==> src/rtl/erm_pkg.sv <==
// Shared defaults and the pacing-mode encoding for the pulse-rate multiplier.
package erm_pkg;
    localparam int ERM_PULSES = 50;   // pulses per input interval
    localparam int ERM_CNT_W  = 17;   // interval counter width
    localparam int ERM_SYNC   = 2;    // synchronizer depth

    typedef enum logic {
        PACE_PREDICT = 1'b0,
        PACE_LAG     = 1'b1
    } pace_e;
endpackage

==> src/rtl/erm_edge_sync.sv <==
// Synchronizes the asynchronous input and flags every transition of either
// polarity for one clock. Assumes the input is low while reset is held.
module erm_edge_sync #(
    parameter int STAGES = 2
) (
    input  logic clk,
    input  logic rst_n,
    input  logic sig_async,
    output logic edge_o
);
    // Shift chain: STAGES synchronizing flops plus one history flop.
    logic [STAGES:0] chain;

    // Purpose: move the input through the synchronizer and history flop.
    always_ff @(posedge clk) begin
        if (!rst_n) chain <= '0;
        else        chain <= {chain[STAGES-1:0], sig_async};
    end

    assign edge_o = chain[STAGES] ^ chain[STAGES-1];
endmodule

==> src/rtl/erm_interval_meter.sv <==
// Counts clocks between synchronized edges, tracks how many valid intervals
// have been seen, and tells the pulse generator when to start or abandon a
// batch. Assumes edge_i is a one-clock strobe per transition.
module erm_interval_meter #(
    parameter int CNT_W  = 17,
    parameter int PULSES = 50
) (
    input  logic             clk,
    input  logic             rst_n,
    input  logic             edge_i,
    output logic [CNT_W-1:0] len_o,
    output logic             load_o,
    output logic             kill_o,
    output logic             locked_o
);
    localparam logic [CNT_W-1:0] CNT_MAX = '1;
    localparam logic [CNT_W-1:0] MIN_LEN = CNT_W'(PULSES);

    logic [CNT_W-1:0] cnt;
    logic             started;
    logic [1:0]       valid_cnt;
    logic             too_short;
    logic             saturated;

    assign too_short = edge_i && started && (cnt < MIN_LEN);
    assign saturated = !edge_i && (cnt == CNT_MAX);

    // Purpose: measure intervals and count valid ones, restarting on faults.
    always_ff @(posedge clk) begin
        if (!rst_n) begin
            cnt       <= '0;
            started   <= 1'b0;
            valid_cnt <= '0;
        end else if (edge_i) begin
            cnt     <= CNT_W'(1);
            started <= 1'b1;
            if (started) begin
                if (cnt < MIN_LEN)           valid_cnt <= '0;
                else if (valid_cnt != 2'd2)  valid_cnt <= valid_cnt + 2'd1;
            end
        end else if (cnt == CNT_MAX) begin
            started   <= 1'b0;
            valid_cnt <= '0;
        end else begin
            cnt <= cnt + CNT_W'(1);
        end
    end

    assign len_o    = cnt;
    assign load_o   = edge_i && started && (cnt >= MIN_LEN) && (valid_cnt != 2'd0);
    assign kill_o   = too_short || saturated;
    assign locked_o = (valid_cnt == 2'd2);

    // a saturated counter holds its value and the lock is lost.
    a_r7_cnt_saturates: assert property (@(posedge clk) disable iff (!rst_n)
        (cnt == CNT_MAX && !edge_i) |=> (cnt == CNT_MAX && !locked_o));

    // an interval shorter than the pulse count drops the lock.
    a_r8_short_unlocks: assert property (@(posedge clk) disable iff (!rst_n)
        (edge_i && started && cnt < MIN_LEN) |=> !locked_o);
endmodule

==> src/rtl/erm_pulse_nco.sv <==
// Spreads PULSES single-clock pulses over a stored interval length with a
// phase accumulator. In predictive mode a new length replaces the running
// batch at once; in lag mode it waits in a one-deep holding slot until the
// running batch is complete. Assumes every loaded length is >= PULSES.
module erm_pulse_nco
    import erm_pkg::*;
#(
    parameter int CNT_W  = 17,
    parameter int PULSES = 50
) (
    input  logic             clk,
    input  logic             rst_n,
    input  logic             lag_mode,
    input  logic             load_i,
    input  logic [CNT_W-1:0] len_i,
    input  logic             kill_i,
    output logic             pulse_o
);
    localparam int ACC_W = CNT_W + 1;
    localparam int PCW   = $clog2(PULSES + 1);

    logic [CNT_W-1:0] period;
    logic [ACC_W-1:0] acc;
    logic [ACC_W-1:0] acc_sum;
    logic [PCW-1:0]   pcnt;
    logic             active;
    logic [CNT_W-1:0] pend_len;
    logic             pend_v;
    logic             fire;
    logic             last;
    logic             free;
    logic             direct;

    assign acc_sum = acc + ACC_W'(PULSES);
    assign fire    = active && (acc_sum >= {1'b0, period});
    assign last    = fire && (pcnt == PCW'(PULSES - 1));
    assign free    = !active || last;
    assign direct  = load_i && ((pace_e'(lag_mode) == PACE_PREDICT) || (free && !pend_v));

    // Purpose: advance the accumulator, fire pulses and start new batches.
    always_ff @(posedge clk) begin
        if (!rst_n) begin
            period   <= '0;
            acc      <= '0;
            pcnt     <= '0;
            active   <= 1'b0;
            pend_len <= '0;
            pend_v   <= 1'b0;
            pulse_o  <= 1'b0;
        end else begin
            pulse_o <= fire;
            if (kill_i) begin
                active <= 1'b0;
                pend_v <= 1'b0;
                acc    <= '0;
                pcnt   <= '0;
            end else begin
                if (active) begin
                    if (fire) begin
                        acc  <= acc_sum - {1'b0, period};
                        pcnt <= pcnt + PCW'(1);
                        if (last) active <= 1'b0;
                    end else begin
                        acc <= acc_sum;
                    end
                end
                if (direct) begin
                    period <= len_i;
                    acc    <= '0;
                    pcnt   <= '0;
                    active <= 1'b1;
                end else if (free && pend_v) begin
                    period <= pend_len;
                    acc    <= '0;
                    pcnt   <= '0;
                    active <= 1'b1;
                    pend_v <= load_i;
                    if (load_i) pend_len <= len_i;
                end else if (load_i) begin
                    pend_len <= len_i;
                    pend_v   <= 1'b1;
                end
            end
        end
    end

    // a batch never holds more than PULSES pulses.
    a_r2_batch_cap: assert property (@(posedge clk) disable iff (!rst_n)
        active |-> (pcnt < PCW'(PULSES)));

    // the residual phase stays below the interval length.
    a_r3_phase_bound: assert property (@(posedge clk) disable iff (!rst_n)
        active |-> (acc < {1'b0, period}));

    // a held interval in lag mode survives until the batch completes.
    a_r5_lag_holds: assert property (@(posedge clk) disable iff (!rst_n)
        (lag_mode && pend_v && active && !last && !kill_i) |=> pend_v);
endmodule

==> src/rtl/edge_rate_mult.sv <==
// Top level of the edge-interval pulse-rate multiplier: synchronizer and
// edge detector, interval meter, and pulse accumulator. Assumes sig_in is
// low during reset and lag_mode changes only during reset.
module edge_rate_mult
    import erm_pkg::*;
#(
    parameter int CNT_W  = ERM_CNT_W,
    parameter int PULSES = ERM_PULSES,
    parameter int SYNC   = ERM_SYNC
) (
    input  logic clk,
    input  logic rst_n,
    input  logic sig_in,
    input  logic lag_mode,
    output logic pulse_out,
    output logic locked
);
    logic             edge_w;
    logic [CNT_W-1:0] len_w;
    logic             load_w;
    logic             kill_w;

    erm_edge_sync #(.STAGES(SYNC)) u_sync (
        .clk       (clk),
        .rst_n     (rst_n),
        .sig_async (sig_in),
        .edge_o    (edge_w)
    );

    erm_interval_meter #(.CNT_W(CNT_W), .PULSES(PULSES)) u_meter (
        .clk      (clk),
        .rst_n    (rst_n),
        .edge_i   (edge_w),
        .len_o    (len_w),
        .load_o   (load_w),
        .kill_o   (kill_w),
        .locked_o (locked)
    );

    erm_pulse_nco #(.CNT_W(CNT_W), .PULSES(PULSES)) u_nco (
        .clk      (clk),
        .rst_n    (rst_n),
        .lag_mode (lag_mode),
        .load_i   (load_w),
        .len_i    (len_w),
        .kill_i   (kill_w),
        .pulse_o  (pulse_out)
    );

    // no pulse once the lock has been absent for two cycles.
    a_r6_quiet_unlocked: assert property (@(posedge clk) disable iff (!rst_n)
        (!locked && !$past(locked)) |-> !pulse_out);
endmodule

==> config.mk <==
export PLATFORM = sky130hd
export DESIGN_NAME = edge_rate_mult
export DESIGN_NICKNAME = d
export VERILOG_FILES = /design/src/rtl/erm_pkg.sv /design/src/rtl/erm_edge_sync.sv /design/src/rtl/erm_interval_meter.sv /design/src/rtl/erm_pulse_nco.sv /design/src/rtl/edge_rate_mult.sv
export SDC_FILE = /design/constraint.sdc
export NUM_CORES = 1
export LEC_CHECK = 0
export BUFFER_PORTS_ARGS = -buffer_cell sky130_fd_sc_hd__buf_2
export CAP_MARGIN = 20
export CORE_MARGIN = 8
export CORE_UTILIZATION = 55
export CTS_CLUSTER_DIAMETER = 80
export DETAILED_ROUTE_END_ITERATION = 8
export PLACE_DENSITY = 0.79
export SETUP_SLACK_MARGIN = 0.2
export SLEW_MARGIN = 20
export SYNTH_ARGS = -nofsm -noshare
export SYNTH_HDL_FRONTEND = slang
export SYNTH_SLANG_ARGS = --single-unit
export TNS_END_PERCENT = 100
==> constraint.sdc <==
create_clock -name clk -period 9.7 [get_ports clk]
set_clock_uncertainty 0.05 [all_clocks]
set_input_delay 1.455 -clock clk [delete_from_list [all_inputs] [get_ports clk]]
set_output_delay 1.455 -clock clk [all_outputs]
set_load 0.03 [all_outputs]
# After elaboration in Yosys (flattened, before gate mapping)

Cells that the tools add are included.

Output and inout port bits: 2
Flip-flop bits (word level): 84
Logic and storage cells: 79

Add/sub/neg operators: 5
Bitwise gates (word level): 5
$lt $le $gt $ge: 3
Muxes and demuxes: 19
Equal/unequal tests: 7
Reduce and logical (&&, ||, !) cells: 28

Operators by type and width:

| cell                                                 | number |
|---|---|
| two-way mux 17 bit                                   | 2 |
| adder 18 x 6 -> 18 bit, second input constant        | 1 |
| >= comparator 18 x 17 -> 1 bit                       | 1 |
| two-way mux 18 bit                                   | 1 |
| subtractor 18 x 17 -> 18 bit                         | 1 |
| adder 17 x 1 -> 17 bit, second input constant        | 1 |
| equality test 17 bit, second input constant          | 1 |
| >= comparator 17 x 6 -> 1 bit, second input constant | 1 |
| < comparator 17 x 6 -> 1 bit, second input constant  | 1 |
| two-way mux 1 bit                                    | 11 |
| logical AND 1 bit                                    | 10 |
| two-way mux 2 bit                                    | 5 |
| nonzero test 2 bit                                   | 4 |
| adder 6 x 1 -> 6 bit, second input constant          | 1 |
| equality test 6 bit, second input constant           | 1 |
| AND reduction 2 bit                                  | 3 |
| AND reduction 3 bit                                  | 2 |
| inequality test 2 bit, second input constant         | 2 |
| inverter 1 bit                                       | 4 |
| OR reduction 2 bit                                   | 2 |
| OR reduction 4 bit                                   | 1 |
| logical NOT 1 bit                                    | 3 |
| logical OR 1 bit                                     | 3 |
| inequality test 3 bit, second input constant         | 1 |
| 4 further kinds                                      | 4 |

# Longest topological paths before layout

Gate-level depths: netlist of the first run.

Depth after elaboration: 10
Mapped depth: 17
Gate-level depth less buffers: 15

# Modules after synthesis

Synthesis of the first run repeated with hierarchy kept, for this count alone.

Cells, all modules: 586
Area, all modules: 5071.1 um^2

By module, submodules not included:

| module             | area each (um^2) | sequential area each (um^2) | cells each | times used |
|---|---|---|---|---|
| erm_pulse_nco      | 3938.8           | 1221.2                      | 461        | 1 |
| erm_interval_meter | 1043.5           | 400.4                       | 118        | 1 |
| erm_edge_sync      | 88.8             | 60.1                        | 7          | 1 |

# Worst setup path before layout of the first run

Ideal clock, no wire load.

Path type: register to register
From: register u_nco.acc[1]
To: register u_nco.acc[17]
Slack: 5.758 ns
Library setup time: 0.072 ns
Stages on the path, launching flop included: 17
Arrival: 3.820 ns
Path buffers: 1
Clock period less this slack: 3.942 ns
Required time: 9.578 ns
Cells stage by stage: dfxtp_1 -> ha_1 -> a211oi_2 -> or3_4 -> nor2_1 -> nand4_1 -> xnor2_1 -> ha_1 -> nand2_1 -> or3_1 -> a211oi_1 -> o41ai_2 -> and2_1 -> buf_2 -> or4_1 -> a21oi_1 -> mux2i_1

Word-level cells in the longest chain between the ends: 9
Elaborated cells on any way between the ends: 12
Classes of those cells: add/sub (2); order compare (1); mux (1); reduce/logical (8)

Ends and longest elaborated chain:

| item                           | line                | RTL |
|---|---|---|
| from (decl)                    | erm_pulse_nco.sv:23 | `logic [ACC_W-1:0] acc;` |
| from (signal assigned)         | erm_pulse_nco.sv:60 | `acc <= acc_sum - {1'b0, period};` |
| from (signal assigned)         | erm_pulse_nco.sv:64 | `acc <= acc_sum;` |
| adder 18 x 6 -> 18 bit (*)     | erm_pulse_nco.sv:34 | `assign acc_sum = acc + ACC_W'(PULSES);` |
| >= comparator 18 x 17 -> 1 bit | erm_pulse_nco.sv:35 | `assign fire = active && (acc_sum >= {1'b0, period});` |
| logical AND 1 bit              | erm_pulse_nco.sv:35 |  |
| logical AND 1 bit              | erm_pulse_nco.sv:36 | `assign last = fire && (pcnt == PCW'(PULSES - 1));` |
| logical OR 1 bit               | erm_pulse_nco.sv:37 | `assign free = !active \|\| last;` |
| logical AND 1 bit              | erm_pulse_nco.sv:38 | `assign direct = load_i && ((pace_e'(lag_mode) == PACE_PREDICT) \|\| (free && !pend_v));` |
| logical OR 1 bit               | erm_pulse_nco.sv:38 |  |
| logical AND 1 bit              | erm_pulse_nco.sv:38 |  |
| OR reduction 4 bit (no line)   | --                  |  |

Mark *: on every way between the ends. The rest lies on a longest branch, timed or not.
A chain may end at the register's enable or synchronous reset.

# Worst setup path after layout of the first run

From: register u_nco.acc[1]
To: register u_nco.pend_len[6]

Word-level cells in the longest chain between the ends: 10

Ends and longest elaborated chain:

| item                           | line                | RTL |
|---|---|---|
| adder 18 x 6 -> 18 bit         | erm_pulse_nco.sv:34 |  |
| >= comparator 18 x 17 -> 1 bit | erm_pulse_nco.sv:35 |  |
| logical AND 1 bit              | erm_pulse_nco.sv:35 |  |
| logical AND 1 bit              | erm_pulse_nco.sv:36 |  |
| logical OR 1 bit               | erm_pulse_nco.sv:37 |  |
| logical AND 1 bit              | erm_pulse_nco.sv:38 |  |
| logical OR 1 bit               | erm_pulse_nco.sv:38 |  |
| logical AND 1 bit              | erm_pulse_nco.sv:38 |  |
| inverter 1 bit (no line)       | --                  |  |
| AND reduction 3 bit (no line)  | --                  |  |
| to (signal assigned)           | erm_pulse_nco.sv:78 | `if (load_i) pend_len <= len_i;` |
| to (signal assigned)           | erm_pulse_nco.sv:80 | `pend_len <= len_i;` |
| to (decl)                      | erm_pulse_nco.sv:27 | `logic [CNT_W-1:0] pend_len;` |

No other way between the ends.

==> insert_results.sql, run 1 <==
INSERT INTO impl_metrics (metric_group, metric, value, unit) VALUES
('layout', 'final_net_count', '622', ''),
('sta', 'timing.slew.headroom', '28.2', '%'),
('power_and_ir_drop', 'p_leak', '2.03', 'nW'),
('logic_synthesis', 'synth_enable_flop_cells', '0', ''),
('setup_path', 'timing.critical_path.cells', 'ha_1 > a211oi_2 > or3_4 > nor2_1 > nand2_1 > xnor2_1 > ha_1 > nand2_1 > nor2_1 > o31a_1 > o41ai_2 > a21oi_2 > nor2_2 > o2111a_1 > mux2i_1', ''),
('hold_path', 'hold_path_startpoint', 'u_sync.chain[0]', ''),
('setup_path', 'cpPeakStageDelay', '0.87', 'ns'),
('global_routing', 'grt_max_degree', '62', ''),
('sta', 'timing.hold.ws', '0.394', 'ns'),
('sta', 'setup_violations', '0', ''),
('sta', 'finalCriticalPeriod', '4.88', 'ns'),
('logic_synthesis', 'yosysUniqueCellTypes', '63', ''),
('cts', 'clock_tree.buffer_depth', '2', ''),
('hold_path', 'worst_hold_path.num_cells', '1', ''),
('cts', 'cts_inserted_buffers', '9', ''),
('setup_path', 'crit_required', '9.94', 'ns'),
('sta', 'timing.setup.tns', '0', 'ns'),
('detailed_routing', 'viasPerCell', '5.84', ''),
('setup_path', 'timing.reg2reg.worst_path_depth', '15', ''),
('logic_synthesis', 'synth_nets', '635', ''),
('die', 'floorplan.initialDensity', '56.9', '%'),
('run_status', 'status', 'finished clean', ''),
('global_routing', 'number_of_antenna_violations_at_the_first_check_in_global_routing', '0', ''),
('detailed_routing', 'routed-via-count', '4117', ''),
('detailed_routing', 'drtPass1Iterations', '5', ''),
('setup_path', 'endpoint_kind', 'flip-flop', ''),
('placed_design', 'gp_congestion', '0.845', ''),
('power_and_ir_drop', 'power_density', '123', 'nW/um^2'),
('hold_path', 'end_point_of_the_most_critical_hold_path', 'u_sync.chain[1]', ''),
('logic_synthesis', 'synthesized_flop_and_latch_total', '84', ''),
('power_and_ir_drop', 'largest_vdd_supply_drop', '0.000124', 'V'),
('job', 'timing.max_cap.violations', '0', ''),
('detailed_routing', 'first_iter_violations', '243', ''),
('die', 'core_area', '8720', 'um^2'),
('cts', 'post-cts-setup-buffer-count', '0', ''),
('layout', 'antenna_cells', '0', ''),
('layout', 'area_growth_syn_to_layout', '4.34', '%'),
('die', 'floorplan.die_area', '12300', 'um^2'),
('setup_path', 'path_class', 'flip-flop to flip-flop', ''),
('cts', 'path_clk_slew', '0.10', 'ns'),
('sta', 'rsz0062_at_grt', 'no', ''),
('die', 'dieWidth', '111', 'um'),
('global_routing', 'via_count_of_the_first_global_routing_pass', '3726', ''),
('cts', 'cts.root.buffer_cell', 'sky130_fd_sc_hd__clkbuf_8', ''),
('logic_synthesis', 'ys_warn_count', '0', ''),
('logic_synthesis', 'dominant_synthesized_flop_cell', 'sky130_fd_sc_hd__dfxtp_1', ''),
('die', 'ios', '6', ''),
('global_routing', 'global_route.overflow_total', '0', ''),
('setup_path', 'worst_flop_to_flop_path_endpoint', 'u_nco.pend_len[6]', ''),
('die', 'placementRows', '34', ''),
('layout', 'finish.utilization', '59.4', '%'),
('sta', 'hold_viol', '0', ''),
('cts', 'post_cts_hold_buffers', '0', ''),
('sta', 'tightestPinTransition', '1.08', 'ns'),
('layout', 'final_layout_size_suffix_gt1_share', '6.20', '%'),
('detailed_routing', 'detail_route.wl_per_cell', '14.8', 'um'),
('detailed_routing', 'count_of_antenna_violating_nets_left_after_detailed_routing', '0', ''),
('logic_synthesis', 'synth.avg_cell_area', '8.20', 'um^2'),
('setup_path', 'critPathSlowestCell', 'sky130_fd_sc_hd__o2111a_1', ''),
('sta', 'timing.final.crit_share', '50.4', '%'),
('global_routing', 'global_route.usage.total', '16.5', '%'),
('setup_path', 'worstSetupStartpointType', 'flip-flop', ''),
('setup_path', 'worst-endpoint-arrival', '5.13', 'ns'),
('cts', 'cts_tree', 'built', ''),
('placed_design', 'port_buf_inserts', '5', ''),
('cts', 'clock_sinks', '84', ''),
('sta', 'slew_violations', '0', ''),
('logic_synthesis', 'synthArstFlopShare', '0', '%'),
('logic_synthesis', 'synth_cells', '605', ''),
('setup_path', 'reg2reg_slack', '4.82', 'ns'),
('detailed_routing', 'drcViolationCount', '0', '');
## Yosys cell counts, types with 6 or more instances
| library cell | n | area share (%) |
|---|---|---|
| sky130_fd_sc_hd__a211oi_1 | 12 | 1.8 |
| sky130_fd_sc_hd__a21oi_1 | 48 | 4.8 |
| sky130_fd_sc_hd__a31oi_1 | 6 | 0.76 |
| sky130_fd_sc_hd__and2_1 | 6 | 0.76 |
| sky130_fd_sc_hd__clkbuf_1 | 22 | 1.7 |
| sky130_fd_sc_hd__dfxtp_1 | 84 | 34 |
| sky130_fd_sc_hd__ha_1 | 25 | 6.3 |
| sky130_fd_sc_hd__inv_1 | 31 | 2.3 |
| sky130_fd_sc_hd__mux2i_1 | 36 | 7.3 |
| sky130_fd_sc_hd__nand2_1 | 80 | 6.1 |
| sky130_fd_sc_hd__nand2b_1 | 6 | 0.76 |
| sky130_fd_sc_hd__nand3_1 | 14 | 1.4 |
| sky130_fd_sc_hd__nand4_1 | 9 | 1.1 |
| sky130_fd_sc_hd__nor2_1 | 56 | 4.2 |
| sky130_fd_sc_hd__o21ai_0 | 36 | 3.6 |
| sky130_fd_sc_hd__xnor2_1 | 18 | 3.2 |
| sky130_fd_sc_hd__xor2_1 | 24 | 4.2 |
## routing by layer
layer / up-vias / track usage (%) / routed length [um]
met5: - / 0 / 0
met4: 0 / 5.05 / 117
met3: 12 / 4.87 / 481
met2: 75 / 27.0 / 4880
met1: 1934 / 20.3 / 4930
li1: 2096 / - / -
## worst max-delay path by stage
| stage | cells past startpoint | endpoint | slack, ns |
|---|---|---|---|
| 2_1_floorplan | 16 | u_nco.acc[17] | 5.76 |
| 3_3_place_gp | 15 | u_nco.pend_len[9] | 5.10 |
| 3_5_place_dp | 15 | u_nco.pend_len[6] | 4.93 |
| 4_1_cts | 15 | u_nco.pend_len[6] | 4.90 |
| 5_1_grt | 13 | u_nco.pend_len[2] | 4.45 |
| 6_report | 15 | u_nco.pend_len[6] | 4.82 |
## layout by cell type, fill, tap and decap left out, types with 5 or more instances in the layout
master | netlist | layout
sky130_fd_sc_hd__nor2_1 | 56 | 56
sky130_fd_sc_hd__inv_1 | 31 | 31
sky130_fd_sc_hd__nand2b_1 | 6 | 6
sky130_fd_sc_hd__a211oi_1 | 12 | 12
sky130_fd_sc_hd__and3_1 | 5 | 5
sky130_fd_sc_hd__nand3_1 | 14 | 14
sky130_fd_sc_hd__buf_2 | 2 | 5
sky130_fd_sc_hd__mux2i_1 | 36 | 36
sky130_fd_sc_hd__dfxtp_1 | 84 | 84
sky130_fd_sc_hd__nor3_1 | 5 | 5
sky130_fd_sc_hd__o21ai_0 | 36 | 36
sky130_fd_sc_hd__a21oi_1 | 48 | 47
sky130_fd_sc_hd__nand2_1 | 80 | 80
sky130_fd_sc_hd__xor2_1 | 24 | 24
sky130_fd_sc_hd__nand4_1 | 9 | 9
sky130_fd_sc_hd__ha_1 | 25 | 25
sky130_fd_sc_hd__and2_1 | 6 | 6
sky130_fd_sc_hd__a21o_1 | 5 | 5
sky130_fd_sc_hd__clkbuf_8 | 0 | 9
sky130_fd_sc_hd__xnor2_1 | 18 | 18
sky130_fd_sc_hd__or3_1 | 5 | 5
sky130_fd_sc_hd__a31oi_1 | 6 | 6
## cell type report
cell class / instances / area (um^2)
Clock buffer: 9 / 124
Clock inverter: 7 / 87.6
Fill cell: 741 / 3540
Inverter: 32 / 120
Multi-Input combinational cell: 459 / 3000
Sequential cell: 84 / 1680
Tap cell: 108 / 135
Timing Repair Buffer: 6 / 32.5
## registers in the layout, summed over array words and instances, names as in the netlist
name and count:
u_meter.len_o 17, u_sync.chain 3, u_meter.started 1, u_nco.pulse_o 1, u_nco.period 17, u_nco.pcnt 6, u_nco.pend_v 1, u_nco.active 1
u_nco.pend_len 17, u_meter.valid_cnt 2, u_nco.acc 18
## logic make-up (layout without fill, tap and decap cells)
group | count (synthesis) | count (layout) | share of synthesized area, %
AO/OA/AOI/OAI | 147 | 147 | 18.9
XOR/XNOR | 42 | 42 | 7.41
adder cells (fa/ha/maj) | 26 | 26 | 6.71
buffers and inverters | 62 | 54 | 5.80
flip-flops | 84 | 84 | 33.9
multiplexers | 38 | 38 | 7.79
AND/OR/NAND/NOR | 206 | 206 | 19.4
## where the power goes
group / switching (W) / leakage, nW / internal [W]
Combinational: 0.0000100 / 1.24 / 0.00000383
Sequential: 0.00000236 / 0.677 / 0.000346
Clock: 0.000147 / 0.109 / 0.000126
## per-stage QoR
stage          power [W]  std cells  worst slack, ns  area [um^2]
2_1_floorplan   0.000367        605             5.76         4960
3_3_place_gp    0.000370        689             5.10         4960
3_5_place_dp    0.000371        689             4.93         4960
4_1_cts         0.000639        705             4.90         5170
5_1_grt         0.000655        705             4.45         5180
6_report        0.000636        705             4.82         5180
## critical path, delay by kind of cell, from the launching register on
family,cells,cell delay [ns]
adders and majority gates,2,0.58
DFF,1,0.44
AOI/OAI and AO/OA,5,2.13
xor gates and xnor gates,1,0.15
muxes,1,0.27
and+or+nand+nor,6,1.17
(Power assumes the default switching activity.)
==> run 2: changes to the inputs <==
Settings changed: PLACE_DENSITY 0.79 to 0.82.
Clock period 9.7 ns to 4.2 ns, I/O delays scaled along.
==> insert_results.sql, run 2 (same netlist as run 1, synthesis figures left out) <==
INSERT INTO impl_metrics (metric_group, metric, value, unit) VALUES
('run_status', 'status', 'finished clean', ''),
('layout', 'largest_register_ffs', '18', ''),
('cts', 'clock_tree.buffer_depth', '2', ''),
('setup_path', 'cp-startpoint', 'u_nco.acc[1]', ''),
('setup_path', 'endpoint_kind', 'flip-flop', ''),
('sta', 'rsz0062_at_grt', 'no', ''),
('cts', 'htree_num_levels', '3', ''),
('setup_path', 'timing.critical_path.cells', 'ha_2 > a211oi_2 > or3_4 > nor2_4 > nand2_1 > xnor2_1 > ha_1 > nand2_2 > nor2_1 > o31a_1 > o41ai_4 > a21oi_2 > nor2_2 > o2111a_2 > clkbuf_16 > mux2i_1', ''),
('placed_design', 'gp_congestion', '0.896', ''),
('hold_path', 'worst_hold_path.num_cells', '2', ''),
('cts', 'clock_sinks', '84', ''),
('detailed_routing', 'met1_length', '5.06', 'mm'),
('layout', 'final_layout_size_suffix_gt1_share', '12.5', '%'),
('sta', 'timing.final.crit_share', '91.5', '%'),
('placed_design', 'placedInstanceArea', '5090', 'um^2'),
('setup_path', 'worst_r2r_startpoint', 'u_nco.acc[1]', ''),
('layout', 'antenna_cells', '0', ''),
('die', 'placementRows', '34', ''),
('sta', 'tightestPinTransition', '0.550', 'ns'),
('layout', 'layout.cells.most_common_list', 'sky130_fd_sc_hd__dfxtp_1 (82), sky130_fd_sc_hd__nand2_1 (79), sky130_fd_sc_hd__nor2_1 (54)', ''),
('detailed_routing', 'dr.max_layer_used', 'met4', ''),
('detailed_routing', 'count_of_antenna_violating_nets_left_after_detailed_routing', '0', ''),
('die', 'ios', '6', ''),
('detailed_routing', 'detail_route.wl_per_cell', '15.6', 'um'),
('detailed_routing', 'drcViolationCount', '0', ''),
('cts', 'cts_inserted_buffers', '9', ''),
('layout', 'fill_cells', '667', ''),
('power_and_ir_drop', 'largest_vdd_supply_drop', '0.000256', 'V'),
('hold_path', 'worstHoldPathType', 'flip-flop to flip-flop', ''),
('layout', 'final_net_count', '647', ''),
('power_and_ir_drop', 'power_density', '260', 'nW/um^2'),
('sta', 'clock.fmax', '260', 'MHz'),
('sta', 'slew_violations', '0', ''),
('hold_path', 'hold_path_startpoint', 'u_nco.pend_len[7]', ''),
('detailed_routing', 'routed_wl_met3', '518', 'um'),
('setup_path', 'worstSetupStartpointType', 'flip-flop', ''),
('setup_path', 'cpPeakStageDelay', '0.40', 'ns'),
('detailed_routing', 'route.final.wire_length', '11.4', 'mm'),
('layout', 'final_non_filler_cell_area', '5520', 'um^2'),
('layout', 'biggest_register', 'u_nco.acc', ''),
('setup_path', 'worst-endpoint-arrival', '4.07', 'ns'),
('global_routing', 'grt_max_degree', '62', ''),
('layout', 'layout_commonest_cell', 'sky130_fd_sc_hd__dfxtp_1', ''),
('setup_path', 'critical_path_buf_inv_count', '1', ''),
('die', 'floorplan.initialDensity', '56.9', '%'),
('placed_design', 'port_buf_inserts', '5', ''),
('global_routing', 'number_of_antenna_violations_at_the_first_check_in_global_routing', '0', ''),
('cts', 'clk-insertion-delay-late', '0.36', 'ns'),
('global_routing', 'grt_first_pass_wirelength', '18.5', 'mm'),
('setup_path', 'cp.depth', '16', ''),
('global_routing', 'global_route.overflow_total', '0', ''),
('setup_path', 'critPathTopFamily', 'compound AO/OA/AOI/OAI gates', ''),
('sta', 'timing.hold.ws', '0.413', 'ns'),
('detailed_routing', 'wl_met2', '5.52', 'mm'),
('job', 'timing.max_cap.violations', '0', ''),
('cts', 'path_clk_slew', '0.09', 'ns'),
('cts', 'cts_tree', 'built', ''),
('sta', 'finalCriticalPeriod', '3.84', 'ns'),
('sta', 'setup_violations', '0', ''),
('setup_path', 'crit_path_max_fanout', '8', ''),
('sta', 'hold_viol', '0', ''),
('cts', 'cts.root.buffer_cell', 'sky130_fd_sc_hd__clkbuf_8', ''),
('detailed_routing', 'routed-via-count', '4336', ''),
('setup_path', 'critPathSlowestCell', 'sky130_fd_sc_hd__o41ai_4', ''),
('global_routing', 'global_route.usage.total', '17.6', '%'),
('setup_path', 'path_class', 'flip-flop to flip-flop', ''),
('detailed_routing', 'first_iter_violations', '349', ''),
('die', 'floorplan.die_area', '12300', 'um^2'),
('sta', 'timing.slew.headroom', '63.1', '%'),
('layout', 'area_growth_syn_to_layout', '11.2', '%'),
('setup_path', 'timing.reg2reg.worst_path_depth', '16', ''),
('die', 'core_area', '8720', 'um^2'),
('cts', 'post_cts_hold_buffers', '0', ''),
('setup_path', 'crit_required', '4.43', 'ns'),
('die', 'dieWidth', '111', 'um'),
('power_and_ir_drop', 'p_leak', '2.18', 'nW'),
('detailed_routing', 'drtPass1Iterations', '6', ''),
('global_routing', 'via_count_of_the_first_global_routing_pass', '4055', ''),
('die', 'die_h', '111', 'um'),
('detailed_routing', 'viasPerCell', '5.94', ''),
('placed_design', 'place.detailed.hpwl', '7.67', 'mm');
==> run 2: changes by cell type in the layout (fill, tap and decap cells not counted), sizes merged <==
cell | before | now
clkinvlp | 0 | 1
clkbuf | 9 | 12
buf | 6 | 29
clkinv | 1 | 2
inv | 37 | 34
==> run 2: worst paths after layout <==
check,to,slack (ns)
max,u_nco.pend_len[15],0.36
min,u_nco.pend_len[7],0.41
max reg2reg,u_nco.pend_len[15],0.36
min reg2reg,u_nco.pend_len[7],0.41
==> run 2: layout make-up <==
| class | instances | area, um^2 | share of cell area [%] |
|---|---|---|---|
| Multi-Input combinational cell | 459 | 3100 | 56.2 |
| Clock inverter | 6 | 71.3 | 1.29 |
| Tap cell | 108 | 135 | 2.45 |
| Inverter | 32 | 120 | 2.18 |
| Timing Repair Buffer | 31 | 280 | 5.08 |
| Sequential cell | 84 | 1680 | 30.5 |
| Clock buffer | 10 | 128 | 2.31 |
==> run 2: worst reg2reg max path: cells and delay by family (launching register included) <==
family,cells,cell delay [ns]
compound gates,5,1.31
xor+xnor,1,0.15
fa+ha+maj,2,0.55
buf+inv,1,0.20
flops,1,0.35
mux,1,0.20
simple gates,6,0.97
==> run 2: report_power, final <==
| part | leakage (nW) | internal (W) | switching [W] |
|---|---|---|---|
| Clock | 0.0992 | 0.000283 | 0.000312 |
| Sequential | 0.679 | 0.000800 | 0.00000550 |
| Combinational | 1.40 | 0.00000957 | 0.0000235 |
==> run 2: per-layer routing <==
layer,vias to the layer above,track usage (%)
li1,2156,-
met1,2048,21.0
met2,105,30.2
met3,27,3.95
met4,0,5.59
met5,-,0
==> run 2: what timing repair did <==
| item | 4_1_cts | 5_1_grt |
|---|---|---|
| gates resized for setup | 11 | 14 |
| pin swaps | 2 | 11 |
| setup buffers | 1 | 8 |
| setup endpoints to repair | 57 | 58 |
| cloned | 0 | 2 |
==> run 2: metrics by stage <==
step / total power (W) / instances / worst slack, ns / utilization [%] / TNS [ns]
CTS: 0.00144 / 720 / 0.191 / 61.3 / 0
global route: 0.00148 / 730 / 0.183 / 63.3 / 0
finish: 0.00143 / 730 / 0.357 / 63.3 / 0
global placement: 0.000855 / 703 / 0.118 / 58.4 / 0
detailed placement: 0.000857 / 703 / -0.0918 / 58.4 / -0.910
floorplan: 0.000849 / 605 / 0.258 / - / 0
==> run 3: changes to the inputs <==
Settings changed: CORE_UTILIZATION 55 to 50, CTS_CLUSTER_DIAMETER 80 to default, PLACE_DENSITY 0.82 to 0.76.
==> insert_results.sql, run 3 (same netlist as run 1, synthesis figures left out) <==
INSERT INTO impl_metrics (metric_group, metric, value, unit) VALUES
('run_status', 'status', 'finished clean', ''),
('setup_path', 'worst_flop_to_flop_path_endpoint', 'u_nco.period[1]', ''),
('detailed_routing', 'drtPass1Iterations', '4', ''),
('global_routing', 'via_count_of_the_first_global_routing_pass', '4065', ''),
('die', 'placementRows', '36', ''),
('hold_path', 'end_point_of_the_most_critical_hold_path', 'u_sync.chain[1]', ''),
('setup_path', 'crit_required', '4.38', 'ns'),
('placed_design', 'placedInstanceArea', '5120', 'um^2'),
('global_routing', 'number_of_antenna_violations_at_the_first_check_in_global_routing', '0', ''),
('sta', 'clock.fmax', '258', 'MHz'),
('cts', 'clock_tree.buffer_depth', '2', ''),
('power_and_ir_drop', 'report.power.total', '0.00143', 'W'),
('cts', 'cts.root.buffer_cell', 'sky130_fd_sc_hd__clkbuf_8', ''),
('sta', 'finalCriticalPeriod', '3.88', 'ns'),
('detailed_routing', 'count_of_antenna_violating_nets_left_after_detailed_routing', '0', ''),
('sta', 'rsz0062_at_grt', 'no', ''),
('global_routing', 'grt_first_pass_wirelength', '18.6', 'mm'),
('placed_design', 'numPlacedInstances', '728', ''),
('sta', 'hold_viol', '0', ''),
('die', 'core_area', '9680', 'um^2'),
('die', 'floorplan.die_area', '13400', 'um^2'),
('detailed_routing', 'detail_route.wl_per_cell', '15.0', 'um'),
('power_and_ir_drop', 'largest_vdd_supply_drop', '0.000222', 'V'),
('placed_design', 'gp_congestion', '0.905', ''),
('sta', 'timing.final.crit_share', '92.4', '%'),
('layout', 'final_non_filler_cell_area', '5570', 'um^2'),
('sta', 'timing.slew.headroom', '62.2', '%'),
('setup_path', 'worst_r2r_startpoint', 'u_nco.acc[2]', ''),
('layout', 'layout.cells.most_common_list', 'sky130_fd_sc_hd__nand2_1 (79), sky130_fd_sc_hd__dfxtp_1 (79), sky130_fd_sc_hd__nor2_1 (54)', ''),
('setup_path', 'endpoint_kind', 'flip-flop', ''),
('placed_design', 'place.detailed.hpwl', '7.62', 'mm'),
('sta', 'slew_violations', '0', ''),
('cts', 'cts_inserted_buffers', '9', ''),
('global_routing', 'grt_max_degree', '61', ''),
('sta', 'timing.hold.ws', '0.401', 'ns'),
('layout', 'final_cell_count_no_fill', '751', ''),
('hold_path', 'hold_path_startpoint', 'u_sync.chain[0]', ''),
('global_routing', 'global_route.overflow_total', '0', ''),
('cts', 'clock_sinks', '84', ''),
('cts', 'clk-insertion-delay-late', '0.36', 'ns'),
('hold_path', 'worst_hold_path.num_cells', '1', ''),
('global_routing', 'global_route.usage.total', '17.1', '%'),
('die', 'dieWidth', '116', 'um'),
('hold_path', 'worstHoldPathType', 'flip-flop to flip-flop', ''),
('setup_path', 'worst-endpoint-arrival', '4.07', 'ns'),
('detailed_routing', 'viasPerCell', '5.68', ''),
('die', 'floorplan.initialDensity', '51.2', '%'),
('cts', 'path_clk_slew', '0.09', 'ns'),
('detailed_routing', 'routed-via-count', '4265', ''),
('layout', 'final_layout_size_suffix_gt1_share', '12.8', '%'),
('setup_path', 'cp-startpoint', 'u_nco.acc[2]', ''),
('job', 'timing.max_cap.violations', '0', ''),
('detailed_routing', 'first_iter_violations', '399', ''),
('setup_path', 'reg2reg_slack', '0.32', 'ns'),
('setup_path', 'crit_path_max_fanout', '8', ''),
('detailed_routing', 'drcViolationCount', '0', ''),
('die', 'die_h', '116', 'um'),
('layout', 'biggest_register', 'u_nco.acc', ''),
('die', 'ios', '6', ''),
('power_and_ir_drop', 'power_density', '256', 'nW/um^2'),
('detailed_routing', 'route.final.wire_length', '11.2', 'mm'),
('cts', 'htree_num_levels', '3', ''),
('setup_path', 'worstSetupStartpointType', 'flip-flop', ''),
('power_and_ir_drop', 'p_leak', '2.17', 'nW'),
('cts', 'cts_tree', 'built', ''),
('layout', 'final_net_count', '644', ''),
('layout', 'finish.utilization', '57.5', '%'),
('sta', 'tightestPinTransition', '0.566', 'ns'),
('layout', 'area_growth_syn_to_layout', '12.3', '%'),
('placed_design', 'port_buf_inserts', '5', ''),
('setup_path', 'timing.reg2reg.worst_path_depth', '17', ''),
('layout', 'antenna_cells', '0', ''),
('setup_path', 'path_class', 'flip-flop to flip-flop', ''),
('sta', 'setup_violations', '0', ''),
('layout', 'largest_register_ffs', '18', '');
-- run 3: through the flow --
step	setup TNS, ns	worst slack [ns]
floorplan	0	0.258
global placement	0	0.0635
detailed placement	-1.42	-0.125
CTS	0	0.212
global route	0	0.0908
finish	0	0.317
-- run 3: repair_timing --
action,4_1_cts,5_1_grt
resized for setup,12,19
buffers inserted,3,2
pin swaps,5,10
gates cloned,0,3
hold buffers,0,0
setup endpoints to repair,58,47
-- run 3: how the worst max path moves through the flow --
stage / to / slack, ns / cells past startpoint
floorplan: u_nco.acc[17] / 0.26 / 16
global placement: u_nco.period[8] / 0.06 / 15
detailed placement: u_nco.period[7] / -0.13 / 15
CTS: u_nco.acc[17] / 0.21 / 15
global route: u_nco.period[1] / 0.09 / 17
finish: u_nco.period[1] / 0.32 / 17
-- run 3: metal layers --
layer / GRT usage, % / vias to the layer above / share of wire, %
met5: 0 / - / 0
li1: - / 2141 / -
met1: 20.8 / 2032 / 46
met3: 4.17 / 19 / 4.2
met2: 28.2 / 73 / 49
met4: 7.17 / 0 / 1.7
-- run 3: final cells by class --
class / instances / area (um^2)
clock inverters: 5 / 61.3
flip-flops and latches: 84 / 1690
fillers: 832 / 4120
multi-input cells: 460 / 3150
well taps: 133 / 166
repair buffers: 27 / 250
clock buffers: 10 / 138
inverters: 32 / 120
-- run 3: worst max-delay path, stage by stage, from the launching register on --
cell                        delay (ns)
sky130_fd_sc_hd__dfxtp_2          0.36
sky130_fd_sc_hd__ha_4             0.15
sky130_fd_sc_hd__a211oi_2         0.09
sky130_fd_sc_hd__or3_4            0.38
sky130_fd_sc_hd__nor2_4           0.12
sky130_fd_sc_hd__nand4_1          0.16
sky130_fd_sc_hd__xnor2_2          0.24
sky130_fd_sc_hd__ha_1             0.28
sky130_fd_sc_hd__buf_4            0.16
sky130_fd_sc_hd__o21a_1           0.10
sky130_fd_sc_hd__o31a_1           0.13
sky130_fd_sc_hd__o41ai_4          0.40
sky130_fd_sc_hd__buf_4            0.20
sky130_fd_sc_hd__nand2_4          0.06
sky130_fd_sc_hd__a31oi_4          0.31
sky130_fd_sc_hd__clkbuf_16        0.23
sky130_fd_sc_hd__mux2i_1          0.22
sky130_fd_sc_hd__a21oi_1          0.11
-- run 3: report_power, final --
group | internal (W) | switching (W) | total, W
clock network | 0.000291 | 0.000298 | 0.000589
registers | 0.000800 | 0.00000573 | 0.000805
logic | 0.00000961 | 0.0000234 | 0.0000330
total | 0.00110 | 0.000327 | 0.00143
